===== config.mk =====
export PLATFORM = sky130hd
export DESIGN_NAME = desc_channel_seq
export DESIGN_NICKNAME = d
export VERILOG_FILES = /design/src/rtl/chan_pkg.sv /design/src/rtl/chan_ptr_fifo.sv /design/src/rtl/chan_seq_core.sv /design/src/rtl/desc_channel_seq.sv
export SDC_FILE = /design/constraint.sdc
export NUM_CORES = 1
export LEC_CHECK = 0
export BUFFER_PORTS_ARGS = -buffer_cell sky130_fd_sc_hd__buf_2
export CORE_MARGIN = 3
export CORE_UTILIZATION = 34
export CTS_BUF_LIST = sky130_fd_sc_hd__clkbuf_8
export DETAILED_ROUTE_END_ITERATION = 12
export GPL_ROUTABILITY_DRIVEN = 0
export PLACE_DENSITY = 0.61
export REMOVE_ABC_BUFFERS = 1
export SETUP_SLACK_MARGIN = 0.4
export SYNTH_ARGS = -nofsm -noshare
export SYNTH_HDL_FRONTEND = slang
export SYNTH_SLANG_ARGS = --single-unit
export TNS_END_PERCENT = 50

===== constraint.sdc =====
create_clock -name clk -period 15.2 [get_ports clk]
set_input_delay 2.28 -clock clk [delete_from_list [all_inputs] [get_ports clk]]
set_output_delay 2.28 -clock clk [all_outputs]
set_load 0.05 [all_outputs]

===== src/rtl/chan_pkg.sv =====
package chan_pkg;
  localparam int WORD_W     = 64;
  localparam int DESC_WORDS = 8;

  typedef enum logic [3:0] {
    ST_IDLE, ST_DESC, ST_EUREQ, ST_SEG, ST_FETCH,
    ST_WBSET, ST_WBRES, ST_NOTE, ST_WBHDR, ST_WBSTAT, ST_FIN, ST_ABORT
  } seq_state_e;

  function automatic logic op_supported(input logic [7:0] op, input int num_ops);
    return (op != 8'd0) && (int'(op) <= num_ops);
  endfunction
endpackage


===== src/rtl/chan_ptr_fifo.sv =====
module chan_ptr_fifo #(
  parameter int W     = 32,
  parameter int DEPTH = 4
) (
  input  logic         clk,
  input  logic         rst,
  input  logic         wr_en,
  input  logic [W-1:0] wr_data,
  input  logic         rd_en,
  output logic [W-1:0] rd_data,
  output logic         empty,
  output logic         ovf
);
  localparam int AW = (DEPTH > 1) ? $clog2(DEPTH) : 1;

  logic [W-1:0]  store [DEPTH];
  logic [AW-1:0] wp_q, rp_q;
  logic [AW:0]   cnt_q;
  logic          full, do_wr, do_rd;

  assign full  = (cnt_q == (AW+1)'(DEPTH));
  assign empty = (cnt_q == '0);
  assign do_wr = wr_en && !full;
  assign do_rd = rd_en && !empty;
  assign rd_data = store[rp_q];

  always_ff @(posedge clk) begin
    if (do_wr) store[wp_q] <= wr_data;
  end

  always_ff @(posedge clk) begin
    if (rst) begin
      wp_q  <= '0;
      rp_q  <= '0;
      cnt_q <= '0;
      ovf   <= 1'b0;
    end else begin
      if (do_wr) wp_q <= (wp_q == AW'(DEPTH-1)) ? '0 : wp_q + 1'b1;
      if (do_rd) rp_q <= (rp_q == AW'(DEPTH-1)) ? '0 : rp_q + 1'b1;
      cnt_q <= cnt_q + (AW+1)'(do_wr) - (AW+1)'(do_rd);
      if (wr_en && full) ovf <= 1'b1;
    end
  end


  ovf_sticky_chk: assert property (@(posedge clk) disable iff (rst) ovf |=> ovf);

  depth_bound_chk: assert property (@(posedge clk) disable iff (rst) cnt_q <= (AW+1)'(DEPTH));
endmodule


===== src/rtl/chan_seq_core.sv =====
module chan_seq_core
  import chan_pkg::*;
#(
  parameter int ADDR_W  = 32,
  parameter int LEN_W   = 16,
  parameter int NUM_OPS = 4,
  parameter int EU_W    = 4
) (
  input  logic              clk,
  input  logic              rst,
  input  logic              ptr_valid,
  input  logic [ADDR_W-1:0] ptr_data,
  output logic              ptr_pop,
  output logic              mem_req,
  output logic              mem_we,
  output logic [ADDR_W-1:0] mem_addr,
  output logic [WORD_W-1:0] mem_wdata,
  input  logic              mem_gnt,
  input  logic [WORD_W-1:0] mem_rdata,
  output logic              eu_req,
  output logic [EU_W-1:0]   eu_mask,
  input  logic              eu_gnt,
  output logic              eu_release,
  output logic              eu_in_valid,
  output logic [1:0]        eu_in_sel,
  output logic [WORD_W-1:0] eu_in_data,
  input  logic [WORD_W-1:0] eu_res_data,
  output logic              eu_res_pop,
  output logic              irq_done,
  output logic              irq_err
);
  localparam int IDX_W    = $clog2(DESC_WORDS);
  localparam int WORD_B   = WORD_W / 8;
  localparam int STAT_OFS = DESC_WORDS * WORD_B;

  seq_state_e        state_q;
  logic [IDX_W-1:0]  idx_q;
  logic [1:0]        seg_q;
  logic [LEN_W-1:0]  cnt_q;
  logic [ADDR_W-1:0] base_q;
  logic [WORD_W-1:0] hdr_q;
  logic [ADDR_W-1:0] ptr_q [4];
  logic [LEN_W-1:0]  len_q [3];
  logic              grant_rd;

  assign ptr_pop    = (state_q == ST_IDLE) && ptr_valid;
  assign grant_rd   = mem_req && mem_gnt && !mem_we;
  assign eu_res_pop = (state_q == ST_WBRES) && mem_gnt;

  always_comb begin
    unique case (state_q)
      ST_WBRES:  mem_wdata = eu_res_data;
      ST_WBHDR:  mem_wdata = hdr_q;
      ST_WBSTAT: mem_wdata = {1'b1, 55'd0, hdr_q[63:56]};
      default:   mem_wdata = '0;
    endcase
  end

  // descriptor field capture (no reset needed on storage)
  always_ff @(posedge clk) begin
    if (state_q == ST_DESC && mem_gnt) begin
      if (idx_q == '0)     hdr_q <= mem_rdata;
      else if (idx_q[0])   ptr_q[idx_q[2:1]] <= mem_rdata[ADDR_W-1:0];
      else                 len_q[idx_q[2:1] - 2'd1] <= mem_rdata[LEN_W-1:0];
    end
  end

  always_ff @(posedge clk) begin
    if (rst) begin
      state_q     <= ST_IDLE;
      idx_q       <= '0;
      seg_q       <= '0;
      cnt_q       <= '0;
      base_q      <= '0;
      mem_req     <= 1'b0;
      mem_we      <= 1'b0;
      mem_addr    <= '0;
      eu_req      <= 1'b0;
      eu_mask     <= '0;
      eu_release  <= 1'b0;
      eu_in_valid <= 1'b0;
      eu_in_sel   <= '0;
      eu_in_data  <= '0;
      irq_done    <= 1'b0;
      irq_err     <= 1'b0;
    end else begin
      eu_release  <= 1'b0;
      eu_in_valid <= 1'b0;
      irq_done    <= 1'b0;
      irq_err     <= 1'b0;
      unique case (state_q)
        ST_IDLE: if (ptr_valid) begin
          base_q   <= ptr_data;
          idx_q    <= '0;
          mem_req  <= 1'b1;
          mem_we   <= 1'b0;
          mem_addr <= ptr_data;
          state_q  <= ST_DESC;
        end
        ST_DESC: if (mem_gnt) begin
          if (idx_q == IDX_W'(DESC_WORDS-1)) begin
            mem_req <= 1'b0;
            eu_req  <= 1'b1;
            eu_mask <= hdr_q[55 -: EU_W];
            state_q <= ST_EUREQ;
          end else begin
            idx_q    <= idx_q + 1'b1;
            mem_addr <= mem_addr + ADDR_W'(WORD_B);
          end
        end
        ST_EUREQ: if (eu_gnt) begin
          eu_req  <= 1'b0;
          seg_q   <= '0;
          state_q <= op_supported(hdr_q[63:56], NUM_OPS) ? ST_SEG : ST_ABORT;
        end
        ST_SEG: begin
          if (len_q[seg_q] == '0) begin
            if (seg_q == 2'd2) state_q <= ST_WBSET;
            else               seg_q   <= seg_q + 1'b1;
          end else begin
            mem_req  <= 1'b1;
            mem_we   <= 1'b0;
            mem_addr <= ptr_q[seg_q];
            cnt_q    <= len_q[seg_q];
            state_q  <= ST_FETCH;
          end
        end
        ST_FETCH: if (mem_gnt) begin
          eu_in_valid <= 1'b1;
          eu_in_sel   <= seg_q;
          eu_in_data  <= mem_rdata;
          if (cnt_q == LEN_W'(1)) begin
            mem_req <= 1'b0;
            if (seg_q == 2'd2) state_q <= ST_WBSET;
            else begin
              seg_q   <= seg_q + 1'b1;
              state_q <= ST_SEG;
            end
          end else begin
            cnt_q    <= cnt_q - 1'b1;
            mem_addr <= mem_addr + ADDR_W'(WORD_B);
          end
        end
        ST_WBSET: begin
          if (len_q[2] == '0) state_q <= ST_NOTE;
          else begin
            mem_req  <= 1'b1;
            mem_we   <= 1'b1;
            mem_addr <= ptr_q[3];
            cnt_q    <= len_q[2];
            state_q  <= ST_WBRES;
          end
        end
        ST_WBRES: if (mem_gnt) begin
          if (cnt_q == LEN_W'(1)) begin
            mem_req <= 1'b0;
            mem_we  <= 1'b0;
            state_q <= ST_NOTE;
          end else begin
            cnt_q    <= cnt_q - 1'b1;
            mem_addr <= mem_addr + ADDR_W'(WORD_B);
          end
        end
        ST_NOTE: begin
          if (hdr_q[1]) begin
            mem_req  <= 1'b1;
            mem_we   <= 1'b1;
            mem_addr <= base_q;
            state_q  <= ST_WBHDR;
          end else state_q <= ST_FIN;
        end
        ST_WBHDR: if (mem_gnt) begin
          mem_addr <= base_q + ADDR_W'(STAT_OFS);
          state_q  <= ST_WBSTAT;
        end
        ST_WBSTAT: if (mem_gnt) begin
          mem_req <= 1'b0;
          mem_we  <= 1'b0;
          state_q <= ST_FIN;
        end
        ST_FIN: begin
          irq_done   <= hdr_q[0];
          eu_release <= 1'b1;
          state_q    <= ST_IDLE;
        end
        ST_ABORT: begin
          irq_err    <= 1'b1;
          eu_release <= 1'b1;
          state_q    <= ST_IDLE;
        end
        default: state_q <= ST_IDLE;
      endcase
    end
  end


  no_fetch_before_grant_chk: assert property (@(posedge clk) disable iff (rst) eu_req |-> !mem_req);

  req_hold_chk: assert property (@(posedge clk) disable iff (rst)
    (mem_req && !mem_gnt) |=> (mem_req && $stable(mem_addr) && $stable(mem_we)));

  done_releases_chk: assert property (@(posedge clk) disable iff (rst) (irq_done || irq_err) |-> eu_release);

  single_irq_chk: assert property (@(posedge clk) disable iff (rst) $onehot0({irq_done, irq_err}));

  idle_start_chk: assert property (@(posedge clk) disable iff (rst)
    (state_q == ST_IDLE && !ptr_valid) |=> !mem_req);

  operand_read_chk: assert property (@(posedge clk) disable iff (rst) eu_in_valid |-> $past(grant_rd));
endmodule


===== src/rtl/desc_channel_seq.sv =====
module desc_channel_seq #(
  parameter int ADDR_W     = 32,
  parameter int LEN_W      = 16,
  parameter int NUM_OPS    = 4,
  parameter int EU_W       = 4,
  parameter int FIFO_DEPTH = 4
) (
  input  logic              clk,
  input  logic              rst,
  input  logic              host_wr_en,
  input  logic [ADDR_W-1:0] host_wr_ptr,
  output logic              fifo_ovf,
  output logic              mem_req,
  output logic              mem_we,
  output logic [ADDR_W-1:0] mem_addr,
  output logic [63:0]       mem_wdata,
  input  logic              mem_gnt,
  input  logic [63:0]       mem_rdata,
  output logic              eu_req,
  output logic [EU_W-1:0]   eu_mask,
  input  logic              eu_gnt,
  output logic              eu_release,
  output logic              eu_in_valid,
  output logic [1:0]        eu_in_sel,
  output logic [63:0]       eu_in_data,
  input  logic [63:0]       eu_res_data,
  output logic              eu_res_pop,
  output logic              irq_done,
  output logic              irq_err
);
  logic              q_empty, q_pop;
  logic [ADDR_W-1:0] q_data;

  chan_ptr_fifo #(.W(ADDR_W), .DEPTH(FIFO_DEPTH)) u_fifo (
    .clk(clk), .rst(rst), .wr_en(host_wr_en), .wr_data(host_wr_ptr),
    .rd_en(q_pop), .rd_data(q_data), .empty(q_empty), .ovf(fifo_ovf)
  );

  chan_seq_core #(.ADDR_W(ADDR_W), .LEN_W(LEN_W), .NUM_OPS(NUM_OPS), .EU_W(EU_W)) u_core (
    .clk(clk), .rst(rst),
    .ptr_valid(!q_empty), .ptr_data(q_data), .ptr_pop(q_pop),
    .mem_req(mem_req), .mem_we(mem_we), .mem_addr(mem_addr), .mem_wdata(mem_wdata),
    .mem_gnt(mem_gnt), .mem_rdata(mem_rdata),
    .eu_req(eu_req), .eu_mask(eu_mask), .eu_gnt(eu_gnt), .eu_release(eu_release),
    .eu_in_valid(eu_in_valid), .eu_in_sel(eu_in_sel), .eu_in_data(eu_in_data),
    .eu_res_data(eu_res_data), .eu_res_pop(eu_res_pop),
    .irq_done(irq_done), .irq_err(irq_err)
  );
endmodule


==> summary.txt <==
Count of nets left with antenna violations after detail routing = 0
Initial core utilization = 0.344
Ranking of synthesized cells by instance count = edfxtp_1 (368), nand2_1 (317), dfxtp_1 (178)
Number of remaining DRC errors = 0
Flip-flop cell with the highest count after synthesis = edfxtp_1
Maximum clock skew at final layout = 45.4 ps
Worst relative slew slack = 0.0775
Number of nets at the end of the flow = 2389
Cell row count = 95
Worst path top cell family by delay = simple AND/OR/NAND/NOR gates
Most instantiated library cell after synthesis = edfxtp_1
Final period utilization = 0.416
Synthesis-stage register bit count = 546
Synthesized cell area = 0.0232 mm^2
Outcome = finished clean
Detailed Place HPWL = 45500 um
Worst-path cell with the longest stage delay = dfxtp_1
Overall die width = 267 um
Share of async-settable or async-resettable flops after synthesis = 0
Delay of the slowest cell on the worst path = 820 ps
Library cell used as clock root buffer = clkbuf_8
Cell breakdown of the critical path = nor2b_1 -> and2_2 -> buf_4 -> a22o_1 -> buf_2
CTS tree = done
Number of buffers on the longest clock path = 3
Combined global-route utilization of all metal layers = 0.190
Vias per cell = 5.45
CTS Sinks = 546
Detailed-routing iteration count for the pre-antenna-repair pass = 6
Logic depth of the worst path, buffers included = 5
Vias after detailed routing = 17200
Setup violation total in the final timing report = 0
Post-detailed-routing wire length = 69800 um
RSZ-0062 raised after global routing = no
Count of input and output buffers = 339
Number of global-route vias before repair = 16800
Worst Setup End Kind = primary output
Average wire per cell in the routed design = 22.1 um
Max Transition Viols Final = 0
Final Hold Violating Endpoints = 0
Netlist cell types = 76
Hold Path Class = flop to flop
Relative contribution of combinational cells to total power = 0.303
Critical path peak fanout = 50
Number of CTS-inserted buffers = 93
Leakage power = 10.0 nW
CTS H-tree depth = 3
Gate count after technology mapping = 1861
Share of layout cells above drive strength 1 = 0.270
Setup Buffers After CTS = 0
Area of the core = 0.0674 mm^2
Data arrival time of the critical path = 4050 ps
Slew at the pin with the worst max-slew slack = 1380 ps
Overall overflow remaining after global route = 0
Flop pwr share = 0.411
Number of enable flip-flop cells after synthesis = 368
Share of Yosys cell area claimed by the top area cell type = 0.477
Syn_area_per_cell = 12.5 um^2
Shortest clock period the worst path allows after layout = 6330 ps
Top-Level Pins = 340
Initial drt markers = 1600
Final-layout setup total negative slack = 0 ps
Dominant cell type by area after synthesis = edfxtp_1
Portion of the post-synthesis area used by sequential elements = 0.630
CP bufs+invs = 2
Number of max-cap violations = 0
Cell Pwr Density = 166 mW/mm^2
NetSw = 1.71 mW
Internal = 2.87 mW
Pin count of the biggest net entering global routing = 69
Wire length of the first global-routing pass = 104000 um
Crit start category = flop
Data required time of the worst path = 12920 ps
Leading cell types by total area after synthesis = edfxtp_1 (48%), dfxtp_1 (15%), mux4_2 (6.2%)
Yosys warnings = 0
Net switching share of the total power = 0.373
Highest Clock Rate = 158 MHz
Total die area = 0.0714 mm^2
Worst voltage drop across the vdd grid = 103 uV
Insertion delay to the later sink of the worst-skew pair = 680 ps
Smallest setup slack after layout = 8870 ps
Clock slew at reported path FFs = 60 ps
Critical setup path kind = flop to primary output
Area Growth Syn to Fin = 19.3%
Clock network power share = 0.286
Die extent in y = 267 um
Hold depth = 2
Initial antenna violation count = 5
Count of hold buffers inserted by post-cts repair = 0
Post-place setup slack = 9690 ps
Depth of the most critical reg-to-reg path = 8
Post-cts gate resize count = 0
final cells by class:
cell class                      instances  area, um^2
Tap cell                              873        1090
Antenna cell                            1        2.50
Inverter                               23        86.3
Multi-Input combinational cell       1169        8050
Timing Repair Buffer                  374        1970
Clock buffer                          104        1430
Clock inverter                         70         427
Sequential cell                       546       14600
Fill cell                            6338       39700
worst min-delay path: cells and delay by family (launching register included):
family / cells / cell delay, ps
compound gates: 1 / 50
flops: 1 / 300
simple gates: 1 / 50
per-layer routing:
metal / GRT usage / up-vias / share of wire
met5: 0 / - / 0.00013
met4: 0.0732 / 2 / 0.033
met3: 0.0449 / 134 / 0.072
met2: 0.316 / 710 / 0.50
met1: 0.241 / 8588 / 0.40
li1: - / 7790 / -
state kept, by name, summed over array words and instances, names as in the netlist, 2 cells and up, named ones only:
register,flops
u_fifo.rp_q,2
u_fifo.wp_q,2
u_core.base_q,32
u_fifo.cnt_q,3
u_core.seg_q,2
u_core.cnt_q,16
u_core.hdr_q,64
u_fifo.store,128
u_core.state_q,4
u_core.idx_q,3
u_core.eu_in_data,64
u_core.mem_addr,32
u_core.len_q,48
u_core.eu_mask,4
u_core.ptr_q,128
u_core.eu_in_sel,2
worst paths after layout:
kind | endpoint | slack [ps] | from
setup / recovery | mem_wdata[48] | 8870 | u_core.state_q[2]
setup reg to reg | u_core.mem_addr[23] | 10860 | flop
hold / removal | u_core.eu_in_data[47] | 450 | u_core.eu_in_data[47]
hold reg to reg | u_core.eu_in_data[47] | 450 | u_core.eu_in_data[47]
placed cells by master (no fill, tap or decap), types with 35 or more instances in the layout:
| master | netlist | routed |
|---|---|---|
| mux4_2 | 64 | 64 |
| nand2_1 | 317 | 317 |
| clkbuf_8 | 0 | 104 |
| o21ai_0 | 53 | 53 |
| dfxtp_1 | 178 | 175 |
| nand3_1 | 41 | 40 |
| edfxtp_1 | 368 | 368 |
| a22o_1 | 59 | 59 |
| inv_1 | 21 | 55 |
| a21oi_1 | 168 | 167 |
| buf_4 | 1 | 35 |
| buf_2 | 13 | 338 |
| nor2_1 | 79 | 76 |
power by group through the flow:
stage	registers [mW]	logic [mW]	clock network, mW
4_1_cts	1.88	1.39	1.35
5_1_grt	1.91	1.49	1.41
3_3_place_gp	1.90	1.36	0
3_5_place_dp	1.91	1.38	0
2_1_floorplan	2.04	0.767	0
6_report	1.89	1.39	1.31
through the flow:
stage / area (um^2) / util / hold WS [ps] / cells / total power [mW]
after floorplan: 22700 / - / 430 / 1738 / 2.80
after global placement: 25800 / 0.383 / 440 / 2985 / 3.26
after detailed placement: 25800 / 0.383 / 443 / 2985 / 3.30
after CTS: 27700 / 0.410 / 451 / 3159 / 4.62
after global routing: 27700 / 0.411 / 466 / 3160 / 4.81
final: 27700 / 0.411 / 447 / 3160 / 4.59
cell families after synthesis:
logic type	count (synthesis)	synth area share
multiplexers	104	0.0801
XOR/XNOR	36	0.0136
adder cells (fa/ha/maj)	17	0.00950
buffers and inverters	146	0.0265
AO/OA/AOI/OAI	435	0.127
flip-flops	546	0.630
AND/OR/NAND/NOR	577	0.113
(Power assumes the default switching activity.)
